File: src/rtl/bus_mode_detect.sv
module bus_mode_detect #(
  parameter int          SETTLE_CYCLES = 1024,
  parameter int          SYNC_STAGES   = 2,
  parameter logic [11:0] PATTERN_MAP   = 12'b111_110_101_000
) (
  input  logic       clk,
  input  logic       rst_n,
  input  logic       start,
  input  logic       cap_in,
  input  logic       fsel_in,
  output logic       pullup_en,
  output logic       done,
  output logic [1:0] mode,
  output logic [2:0] init_pattern
);

  localparam int CW = $clog2(SETTLE_CYCLES + SYNC_STAGES + 1);
  localparam logic [CW-1:0] FLUSH_LAST  = CW'(SYNC_STAGES - 1);
  localparam logic [CW-1:0] SETTLE_LAST = CW'(SETTLE_CYCLES - 1);

  localparam logic [1:0] M_CONV = 2'b00;
  localparam logic [1:0] M_X66  = 2'b01;
  localparam logic [1:0] M_X100 = 2'b10;
  localparam logic [1:0] M_X133 = 2'b11;

  typedef enum logic [1:0] {S_FLUSH, S_PROBE, S_SETTLE, S_HOLD} state_t;

  state_t                 state;
  logic [CW-1:0]          cnt;
  logic [SYNC_STAGES-1:0] cap_sr, fsel_sr;
  logic                   cap_s, fsel_s;

  assign cap_s  = cap_sr[SYNC_STAGES-1];
  assign fsel_s = fsel_sr[SYNC_STAGES-1];

  always_ff @(posedge clk or negedge rst_n) begin
    if (!rst_n) begin
      cap_sr  <= '0;
      fsel_sr <= '0;
    end else begin
      cap_sr  <= {cap_sr[SYNC_STAGES-2:0], cap_in};
      fsel_sr <= {fsel_sr[SYNC_STAGES-2:0], fsel_in};
    end
  end

  always_ff @(posedge clk or negedge rst_n) begin
    if (!rst_n) begin
      state     <= S_FLUSH;
      cnt       <= '0;
      pullup_en <= 1'b0;
      done      <= 1'b0;
      mode      <= M_CONV;
    end else if (start) begin
      state     <= S_FLUSH;
      cnt       <= '0;
      pullup_en <= 1'b0;
      done      <= 1'b0;
    end else begin
      case (state)
        S_FLUSH: begin
          if (cnt == FLUSH_LAST) begin
            cnt   <= '0;
            state <= S_PROBE;
          end else begin
            cnt <= cnt + 1'b1;
          end
        end
        S_PROBE: begin
          if (cap_s) begin
            mode  <= fsel_s ? M_X100 : M_X133;
            done  <= 1'b1;
            state <= S_HOLD;
          end else begin
            pullup_en <= 1'b1;
            cnt       <= '0;
            state     <= S_SETTLE;
          end
        end
        S_SETTLE: begin
          if (cnt == SETTLE_LAST) begin
            mode      <= cap_s ? M_X66 : M_CONV;
            pullup_en <= 1'b0;
            done      <= 1'b1;
            state     <= S_HOLD;
          end else begin
            cnt <= cnt + 1'b1;
          end
        end
        default: ;
      endcase
    end
  end

  always_comb begin
    case (mode)
      M_CONV:  init_pattern = PATTERN_MAP[2:0];
      M_X66:   init_pattern = PATTERN_MAP[5:3];
      M_X100:  init_pattern = PATTERN_MAP[8:6];
      default: init_pattern = PATTERN_MAP[11:9];
    endcase
  end

endmodule


File: config.mk
export PLATFORM = sky130hd
export DESIGN_NAME = bus_mode_detect
export DESIGN_NICKNAME = d
export VERILOG_FILES = /design/src/rtl/bus_mode_detect.sv
export SDC_FILE = /design/constraint.sdc
export NUM_CORES = 1
export LEC_CHECK = 0
export BUFFER_PORTS_ARGS = -buffer_cell sky130_fd_sc_hd__buf_2
export CORE_MARGIN = 3
export CORE_UTILIZATION = 60
export DETAILED_ROUTE_END_ITERATION = 6
export HOLD_SLACK_MARGIN = 0.03
export PLACE_DENSITY = 0.87
export SLEW_MARGIN = 0
export SYNTH_ARGS = -nofsm -noshare
export SYNTH_HDL_FRONTEND = slang
export SYNTH_SLANG_ARGS = --single-unit
File: constraint.sdc
create_clock -name clk -period 5.45 [get_ports clk]
set_input_delay 0.2725 -clock clk [delete_from_list [all_inputs] [get_ports clk]]
set_output_delay 0.2725 -clock clk [all_outputs]
set_load 0.02 [all_outputs]
# ---- Word-level counts from Yosys, hierarchy flattened
# Cells that the tools add are included.
dict set report totals {
  regBits 21
  output_inout_bits 7
  word_cells 56
}
dict set report classes {
  addsub 1
  eq_ne 13
  mux 24
  bitwise 1
  n_reduce_logical 10
}
# operator n
set ops {}
lappend ops {{11-bit 2-to-1 mux} 4}
lappend ops {{11-bit case mux with 3 select lines} 1}
lappend ops {{3-bit inequality test (second input constant)} 5}
lappend ops {{3-bit AND reduction} 4}
lappend ops {{11-bit by 1-bit adder with 11-bit output (second input constant)} 1}
lappend ops {{11-bit by 1-bit == test with 1-bit output (second input constant)} 1}
lappend ops {{11-bit by 10-bit == test with 1-bit output (second input constant)} 1}
lappend ops {{2-bit 2-to-1 mux} 5}
lappend ops {{1-bit 2-to-1 mux} 9}
lappend ops {{3-bit case mux with 3 select lines} 1}
lappend ops {{2-bit case mux with 3 select lines} 1}
lappend ops {{2-bit by 1-bit == test with 1-bit output (second input constant)} 2}
lappend ops {{2-bit == test (second input constant)} 2}
lappend ops {{2-bit zero test} 2}
lappend ops {{2-bit inequality test (second input constant)} 2}
lappend ops {{1-bit case mux with 2 select lines} 2}
lappend ops {{2-bit case mux with 2 select lines} 1}
lappend ops {{4-bit AND reduction} 1}
lappend ops {{4-bit nonzero test} 1}
lappend ops {{3-bit nonzero test} 1}
lappend ops {{2-bit nonzero test} 1}
lappend ops {{1-bit NOT} 1}

# ---- Depth between registers and ports, before layout
# Gate-level depths: netlist of the first run.
dict set report logic_depth {
  depth_word 4
  mapped_depth 9
}

# ---- Worst setup path after synthesis of the first run
# OpenSTA, ideal clock, no wires.
dict set report synth_timing {
  kind {register to register}
  startpoint {reg state[0]}
  endpoint {reg cnt[7]}
  setup_time_ns 0.126
  arrival_time_ns 1.901
  required_time_ns 5.324
  slack_ns 3.423
  path_stages_with_launch 9
  n_path_buf 1
  cell_sequence {dfrtp_1 > inv_1 > ha_1 > buf_4 > nor3_1 > a21oi_1 > o2bb2ai_1 > nor2_1 > a221o_1}
}
dict set report synth_between {
  elab_chain_len 3
}
# element line
set synth_rtl {}
lappend synth_rtl {{start, declared} 28} ;# state_t state;
lappend synth_rtl {{start signal, assigned} 48} ;# state <= S_FLUSH;
lappend synth_rtl {{start signal, assigned} 54} ;# state <= S_FLUSH;
lappend synth_rtl {{start signal, assigned} 63} ;# state <= S_PROBE;
lappend synth_rtl {{2-bit == test, or another cell as far along} 59} ;# case (state)
lappend synth_rtl {{3-bit inequality test (no line), or another cell as far along} n/a}
lappend synth_rtl {{3-bit AND reduction (no line) or 11-bit 2-to-1 mux (tied branches)} n/a}
lappend synth_rtl {{end signal, assigned} 65} ;# cnt <= cnt + 1'b1;
lappend synth_rtl {{end signal, assigned} 86} ;# cnt <= cnt + 1'b1;
lappend synth_rtl {{end, declared} 29} ;# logic [CW-1:0] cnt;
# Parallel ways exist; a longest one is shown, timed or not.
# A chain may end at the register's enable or synchronous reset.

# ---- Final worst setup path of the first run
# Same ends and word-level chain as after synthesis.

==> results of run 1 <==
-- logic make-up (layout without fill, tap and decap cells) --
kind of cell,after synthesis,in the layout,share of synthesized area (%)
compound gates,31,31,20.06
mux,1,1,0.8448
flops,21,21,44.35
fa+ha+maj,5,5,5.280
buf+inv,9,20,3.801
simple gates,52,52,25.66
-- state kept, by name, indices dropped and copies added, names as in the netlist --
| register | count |
|---|---|
| cnt | 11 |
| cap_sr | 2 |
| fsel_sr | 2 |
| mode | 2 |
| state | 2 |
| done | 1 |
| pullup_en | 1 |
-- cells in the mapped netlist (all sizes together), types with 3 or more instances --
library cell / number
inv: 4
o21ai: 10
dfrtp: 21
ha: 5
nor3: 3
nor2: 17
clkbuf: 3
and3: 3
a22o: 7
nor2b: 7
nand3: 6
nand2: 4
-- power by group through the flow --
| stage | clock [W] | combinational [W] | sequential (W) |
|---|---|---|---|
| after floorplan | 0 | 0.000191 | 0.000216 |
| after global placement | 0 | 0.000248 | 0.000204 |
| after detailed placement | 0 | 0.000257 | 0.000207 |
| after CTS | 0.0000764 | 0.000258 | 0.000204 |
| after global routing | 0.0000849 | 0.000288 | 0.000210 |
| final | 0.0000735 | 0.000259 | 0.000204 |
-- layer usage --
metal / part of all wire (%) / global-route usage (%) / wire length [um]
met4: 1.9 / 8.520 / 43
met2: 50 / 35.65 / 1120
met1: 46 / 25.05 / 1031
met5: 0 / 0 / 0
met3: 2.8 / 2.671 / 64
-- layout make-up --
type | count | area [sq um]
clock buffers | 3 | 22.52
repair buffers | 12 | 65.06
clock inverters | 1 | 5.005
multi-input cells | 89 | 614.3
flip-flops and latches | 21 | 525.5
inverters | 4 | 15.01
fillers | 159 | 523.0
well taps | 25 | 31.28
-- final timing paths --
path,start,end,depth (start not counted)
worst max register to register,state[0],cnt[7],7
min in group asynchronous,rst_n,state[0],2
worst min register to register,cap_sr[0],cap_sr[1],0
worst min-delay path,fsel_in,fsel_sr[0],1
max in group asynchronous,rst_n,cnt[1],2
worst max-delay path,state[0],cnt[7],7
-- metrics by stage --
step                      total power, W  cells  util (%)
final                          0.0005358    155     70.97
after global routing           0.0005824    155     70.97
after CTS                      0.0005384    155     70.97
after detailed placement       0.0004646    150     68.89
after global placement         0.0004519    150     68.89
after floorplan                0.0004069    119         -
-- placed cells by master, fill, tap and decap left out, drive strengths merged --
master	count
a211oi	1
a21o	2
a21oi	2
a221o	1
a221oi	2
a22o	7
a2bb2oi	1
a311oi	1
and2	2
and2b	1
and3	3
and4	1
buf	11
clkbuf	3
clkinv	1
dfrtp	21
dlygate4sd3	1
ha	5
inv	4
mux2i	1
nand2	4
nand2b	2
nand3	6
nor2	17
nor2b	7
nor3	3
nor3b	1
nor4	1
nor4b	2
o21ai	10
o22ai	2
o2bb2ai	2
or2	1
or4	1
-- worst reg2reg max path: cells and delay by family, from the launching register on --
| kind | cells | cell delay (ps) |
|---|---|---|
| buf+inv | 1 | 80 |
| flops | 1 | 400 |
| fa+ha+maj | 1 | 330 |
| compound gates | 3 | 790 |
| simple gates | 2 | 670 |
-- repair_timing --
action                                  4_1_cts  5_1_grt
endpoints found under the setup margin        0        0
hold endpoints to repair                     21        0
hold buffers                                  1        0
setup buffers                                 0        0
gates resized for setup                       0        0
==> out/metrics.cfg, run 1 <==
[worst_setup_path]
crit_path_cell_trace=inv_1 > ha_1 > nor3_1 > a21oi_1 > o2bb2ai_1 > nor2_1 > a221o_1
critPathMaxStageDelay_ps=440
critPathLaunchType=flop
critPathBufInv=1
cpMaxStageDelayCell=nor3_1
r2r_setup_slack_ps=3090
end_kind=flop
critPathKind=flop to flop
crit_fanout=9
required_ps=5650
cpLargestDelayFamily=compound AO/OA/AOI/OAI gates
cp.arrival_ps=2560

[cells_and_area]
drive_above_1_share_pct=20.00
stdcell_area_sq_mm=0.001279
antenna_cells=0
nNetsFinal=141
area_growth_pct=7.920

[detailed_routing]
wl_per_cell_um=14.57
dr.pass1.iters=4
wirelength_um=2259
drcViolationCount=0
vias_per_cell=5.948
vias=922
drt_iter0_drc=24
route.antenna.remaining_nets=0

[synth]
syn_inst=119
ys_warn_count=0
ys_types=39
synth_top_area_share_pct=44.35
syn_area_sq_mm=0.001185
syn-num-nets=129
synth_seq_area_share_pct=44.35
ys.flop_type=dfrtp_1
async_flop_share_pct=100.0
synthTopCellsByArea=dfrtp_1 44%, nor2_1 5.4%, ha_1 5.3%
synth.avg_cell_area_sq_um=9.957
synth_edf_count=0
ys_ff_latch=21
synth_top_cell_by_area=dfrtp_1

[timing]
finalMaxSlewViolations=0
hold_viol_final=0
layout_setup_ws_ps=3085
post-route-min-period_ps=2365
fmax_mhz=422.9
fin_skew_ps=11.17
slew_headroom_pct=58.78
fin_hold_ws_ps=67.11
rsz0062_at_grt=no
period_share_pct=43.39
worst_pin_slew_ps=614.2
finalSetupTns_ps=0
finalSetupViolCount=0

[cts]
clkLatencyLatePin_ps=300
clockRootBuffer=clkbuf_4
clk_pin_slew_ps=120
cts_sinks=21
cts_made_buffers=3
cts_htree_levels=1
ctsLongestPathBuffers=2
cts_tree=done

[power_and_ir_drop]
p_comb_share_pct=48.2
ir_drop_mv=0.2634
p_clk_share_pct=13.7
power.switching_w=0.0002286
intPower_w=0.0003072
swShare_pct=42.67
p_leak_nw=0.5766
powerDensity_mw_per_mm2=419.0
seq_power_share_pct=38.0

[die]
io_pins=12
fp-row-count=15
die_h_um=50.44
die_x_um=50.44
coreArea_sq_mm=0.001802
die-area_sq_mm=0.002544
floorplan.initialDensity_pct=65.76

[place]
placed_area_sq_mm=0.001241
port_buffers=11
routabilityCongestion=0.8816
hpwl_um=1699
pre_cts_slack_ps=3122

[status]
outcome=finished, final reports clean

[global_routing]
grt_overflow=0
grt_use_total_pct=20.37
grt_pass1_wl_um=4002
grt_pass1_vias=944
grt_max_degree=22
antenna_found_initial=0

[worst_hold_path]
hold_class=input port to flop

[run]
max-cap-violations=0

Note: power is estimated with default switching activity, not from simulation.
==> inputs of run 2 (changes only) <==
- ABC_AREA: default -> 1
- CORE_UTILIZATION: 60 -> 58
- PLACE_DENSITY: 0.87 -> 0.84
- clock period: 5.45 -> 2.31 ns (I/O delays scaled with it)
==> run 2 against run 1 <==
Setup slack got worse by 2900 ps. Synthesized cell count increased by 60%. Clock skew decreased by 6.3 ps.
==> out/metrics.cfg, run 2 <==
[global_routing]
antenna_found_initial=0
grt_pass1_vias=1136
grt_max_degree=22
grt_pass1_wl_um=4623
grt_overflow=0
grt_use_total_pct=22.02

[power_and_ir_drop]
power.switching_w=0.0005601
powerDensity_mw_per_mm2=864.8
p_comb_share_pct=47.2
seq_power_share_pct=38.7
ir_drop_mv=0.7282
p_clk_share_pct=14.1
swShare_pct=45.21
p_total_w=0.001239
intPower_w=0.0006788
p_leak_nw=0.7425

[cts]
ctsLongestPathBuffers=2
cts_htree_levels=1
cts_made_buffers=3
clockRootBuffer=clkbuf_4
clk_pin_slew_ps=110
cts_tree=done
cts_sinks=21
cts_resized=0
clkLatencyLatePin_ps=310

[timing]
fmax_mhz=477.3
finalSetupTns_ps=0
finalMaxSlewViolations=0
post-route-min-period_ps=2095
period_share_pct=90.69
fin_hold_ws_ps=157.5
worst_pin_slew_ps=826.5
rsz0062_at_grt=no
fin_skew_ps=4.855
slew_headroom_pct=44.90
finalSetupViolCount=0
hold_viol_final=0

[die]
io_pins=12
coreArea_sq_mm=0.002062
die_h_um=53.91
fp-row-count=16
die-area_sq_mm=0.002906
floorplan.initialDensity_pct=64.56
die_x_um=53.91

[cells_and_area]
nNetsFinal=212
antenna_cells=0
drive_above_1_share_pct=12.44
final_cell_mix=73 x nand2_1, 23 x nor2_1, 21 x dfrtp_1
stdcell_area_sq_mm=0.001433
layout_commonest_cell=nand2_1
area_growth_pct=7.612
largest_reg_flops=11
largest-register=cnt
post-route-util_pct=69.48

[worst_setup_path]
end_kind=flop
cpMaxStageDelayCell=a21oi_1
crit_fanout=11
cpLargestDelayFamily=compound AO/OA/AOI/OAI gates
critPathKind=flop to flop
cp.arrival_ps=2350
critPathBufInv=2
cp_num_cells=8
crit_path_cell_trace=inv_1 > ha_1 > inv_1 > nand4_2 > nand2_1 > a21oi_1 > nand2_1 > nand2_1
required_ps=2560
critPathLaunchType=flop
timing.critical_path.mode_cell=nand2_1
critPathMaxStageDelay_ps=650
r2r_setup_slack_ps=220
r2r_cells=8

[run]
max-cap-violations=0

[synth]
synth_top_area_share_pct=39.47
syn_inst=190
ys_types=27
ys_warn_count=0
ys.flop_type=dfrtp_1
yosysMostFrequentCell=nand2_1
syn-num-nets=200
synth_top_cell_by_area=dfrtp_1
synth.avg_cell_area_sq_um=7.007
async_flop_share_pct=100.0
synth_seq_area_share_pct=39.47
synth_common_cells=73 x nand2_1, 23 x nor2_1, 21 x dfrtp_1, 17 x inv_1, 11 x nand3_1
ys_ff_latch=21
syn_area_sq_mm=0.001331
synthTopCellsByArea=dfrtp_1 39%, nand2_1 21%, nor2_1 6.5%
synth_edf_count=0

[detailed_routing]
route.antenna.remaining_nets=0
drcViolationCount=0
wl_per_cell_um=11.61
drt_iter0_drc=58
vias=1201
vias_per_cell=5.268
wirelength_um=2648
dr.pass1.iters=4

[place]
port_buffers=11
routabilityCongestion=0.8630
hpwl_um=1915
placed_area_sq_mm=0.001376

[status]
outcome=finished, final reports clean

[worst_hold_path]
hold_class=input port to flop
hold_depth=2

==> run 2: cell types whose count changed after synthesis, sizes merged, moves of 6 or more <==
| cell | before | now |
|---|---|---|
| a22o | 7 | 0 |
| nand2 | 4 | 75 |
| inv | 4 | 19 |
| nor2 | 17 | 26 |
| nand3 | 6 | 12 |
| nand4 | 0 | 10 |
| nor2b | 7 | 0 |
| o21ai | 10 | 3 |
==> run 2: worst register-to-register path: cells and delay by family, from the launching register on <==
kind                     cells  cell delay (ps)
buffers and inverters        2              250
flip-flops                   1              410
AO/OA/AOI/OAI                1              650
AND/OR/NAND/NOR              4              440
adder cells (fa/ha/maj)      1              300
==> run 2: logic make-up after synthesis <==
family,after synthesis,share of synthesized area (%)
AND/OR/NAND/NOR,125,40.79
AO/OA/AOI/OAI,9,4.135
flip-flops,21,39.47
XOR/XNOR,3,1.974
buffers and inverters,27,8.928
adder cells (fa/ha/maj),5,4.699
==> run 2: final timing paths <==
kind | startpoint | endpoint
max | state[0] | cnt[6]
max reg2reg | state[0] | cnt[6]
min reg2reg | cap_sr[0] | cap_sr[1]
min in group asynchronous | rst_n | cnt[7]
max in group asynchronous | rst_n | fsel_sr[0]
min | start | done
==> run 2: timing repair <==
item,CTS,global route
hold buffers,3,0
setup buffers,0,0
endpoints found under the hold margin,23,0
endpoints found under the setup margin,0,0
==> run 2: power by group through the flow <==
stage	Sequential (W)	Combinational, W	Clock (W)
after floorplan	0.000519	0.000421	0
after detailed placement	0.000488	0.000573	0
after global placement	0.000483	0.000560	0
final	0.000480	0.000585	0.000174
after CTS	0.000481	0.000580	0.000183
after global routing	0.000490	0.000666	0.000201
==> run 2: per-stage QoR <==
stage,instances,setup slack [ps]
after global routing,228,9.866
final,228,215.0
after floorplan,190,856.2
after CTS,228,239.7
after detailed placement,221,268.9
after global placement,221,347.3
==> run 2: routing by layer <==
layer	vias up	wire [um]	GRT usage (%)
met5	-	0	0
met1	542	1226	28.15
met4	0	44	8.936
met2	40	1211	36.49
li1	614	-	-
met3	5	166	3.878
==> run 2: layout make-up <==
class	count	area [sq um]
multi-input cells	142	686.9
well taps	27	33.78
fillers	178	629.4
repair buffers	14	85.08
flip-flops and latches	21	525.5
clock buffers	4	26.28
inverters	20	75.07
==> inputs of run 3 (changes only) <==
- ABC_AREA: 1 -> default
- CORE_UTILIZATION: 58 -> 50
- PLACE_DENSITY: 0.84 -> 0.75
==> run 3 against run 2 <==
Routed wire length decreased by 9.5%. First-iteration DRC count decreased by 71%. Global-route usage decreased by 3.9 points. Die area increased by 2.9%. Critical path depth decreased by 2. Final area decreased by 5.9%. Via count decreased by 21%. Non-clock buffer count increased by 6. Total power increased by 7.6%.
==> out/metrics.cfg, run 3 (synthesized netlist as in run 1, its figures left out) <==
[power_and_ir_drop]
ir_drop_mv=0.5515
p_leak_nw=0.6148
powerDensity_mw_per_mm2=988.9
p_total_w=0.001333

[cts]
clk_pin_slew_ps=120
cts_made_buffers=3
ctsLongestPathBuffers=2
clkLatencyLatePin_ps=300
cts_tree=done
clockRootBuffer=clkbuf_4
cts_htree_levels=1
cts_resized=0
cts_sinks=21

[cells_and_area]
drive_above_1_share_pct=23.19
largest-register=cnt
nNetsFinal=149
final_cell_mix=21 x dfrtp_1, 17 x nor2_1, 11 x buf_2
antenna_cells=0
largest_reg_flops=11
fin_cells=166
layout_commonest_cell=dfrtp_1
post-route-util_pct=60.34
area_growth_pct=13.73

[worst_hold_path]
hold_class=input port to flop

[place]
routabilityCongestion=0.7668
port_buffers=11
dp_cells=157
pre_cts_slack_ps=198.0
hpwl_um=1698

[timing]
finalSetupViolCount=0
worst_pin_slew_ps=680.2
fmax_mhz=473.7
fin_hold_ws_ps=89.19
hold_viol_final=0
finalMaxSlewViolations=0
post-route-min-period_ps=2111
slew_headroom_pct=54.48
fin_skew_ps=4.457
layout_setup_ws_ps=199.1
period_share_pct=91.38

[worst_setup_path]
end_kind=flop
critPathLaunchType=flop
cpMaxStageDelayCell=or4_4
required_ps=2520
cp.arrival_ps=2320
critPathKind=flop to flop
crit_path_cell_trace=ha_1 > nand3_2 > or4_4 > a221oi_4 > nor2_1 > a311oi_1
critPathMaxStageDelay_ps=570
crit_fanout=5

[global_routing]
antenna_found_initial=0
grt_use_total_pct=18.11
grt_pass1_wl_um=3967
grt_pass1_vias=882
grt_max_degree=22
grt_overflow=0

[die]
io_pins=12
coreArea_sq_mm=0.002233
die_x_um=54.68
fp-row-count=17
die-area_sq_mm=0.002990
die_h_um=54.68
floorplan.initialDensity_pct=53.05

[run]
max-cap-violations=0

[detailed_routing]
vias_per_cell=5.699
vias=946
wirelength_um=2396
route.antenna.remaining_nets=0
drt_iter0_drc=17
dr.pass1.iters=4
wl_per_cell_um=14.43
drcViolationCount=0

[status]
outcome=finished, final reports clean

[run 3: critical path: cells and delay by family (launching register included)]
| kind | cells | cell delay (ps) |
|---|---|---|
| DFF | 1 | 430 |
| and+or+nand+nor | 3 | 760 |
| adders and majority gates | 1 | 240 |
| AOI/OAI and AO/OA | 2 | 580 |
[run 3: per-stage QoR]
stage               cell area, sq um  TNS (ps)
floorplan                       1185         0
global route                    1348    -20.34
global placement                1275         0
finish                          1348         0
CTS                             1333         0
detailed placement              1275         0
[run 3: what timing repair did]
item,CTS,global route
setup buffers,0,2
endpoints found under the setup margin,0,1
hold buffers,3,0
hold endpoints to repair,23,0
[run 3: layout make-up]
cell class                      count  area [sq um]
Fill cell                         201         885.9
Multi-Input combinational cell     89         614.3
Sequential cell                    21         525.5
Timing Repair Buffer               20         130.1
Tap cell                           28         35.03
Clock buffer                        3         22.52
Inverter                            4         15.01
Clock inverter                      1         5.005
[run 3: layer usage]
metal  wire length (um)  GRT usage [%]  share of wire (%)  vias up
li1                   -              -                  -      470
met1               1152          25.84                 48      461
met2               1162          28.35                 48       11
met3                 58          2.452                2.4        4
met4                 22          4.979               0.92        0
met5                  0              0                  0        -
[run 3: final timing paths]
| kind | startpoint | to | slack (ps) | cells past startpoint |
|---|---|---|---|---|
| min in group asynchronous | rst_n | pullup_en | 290 | 2 |
| worst min register to register | cap_sr[0] | cap_sr[1] | 360 | 0 |
| worst min-delay path | start | done | 90 | 2 |
| worst max-delay path | cnt[0] | state[0] | 200 | 6 |
| max in group asynchronous | rst_n | cnt[3] | 1700 | 2 |
| worst max register to register | cnt[0] | state[0] | 200 | 6 |
[run 3: where the power goes]
group | leakage (nW) | switching [W] | internal (W)
clock | 0.0177 | 0.000110 | 0.0000646
sequential | 0.272 | 0.0000510 | 0.000428
combinational | 0.325 | 0.000393 | 0.000286
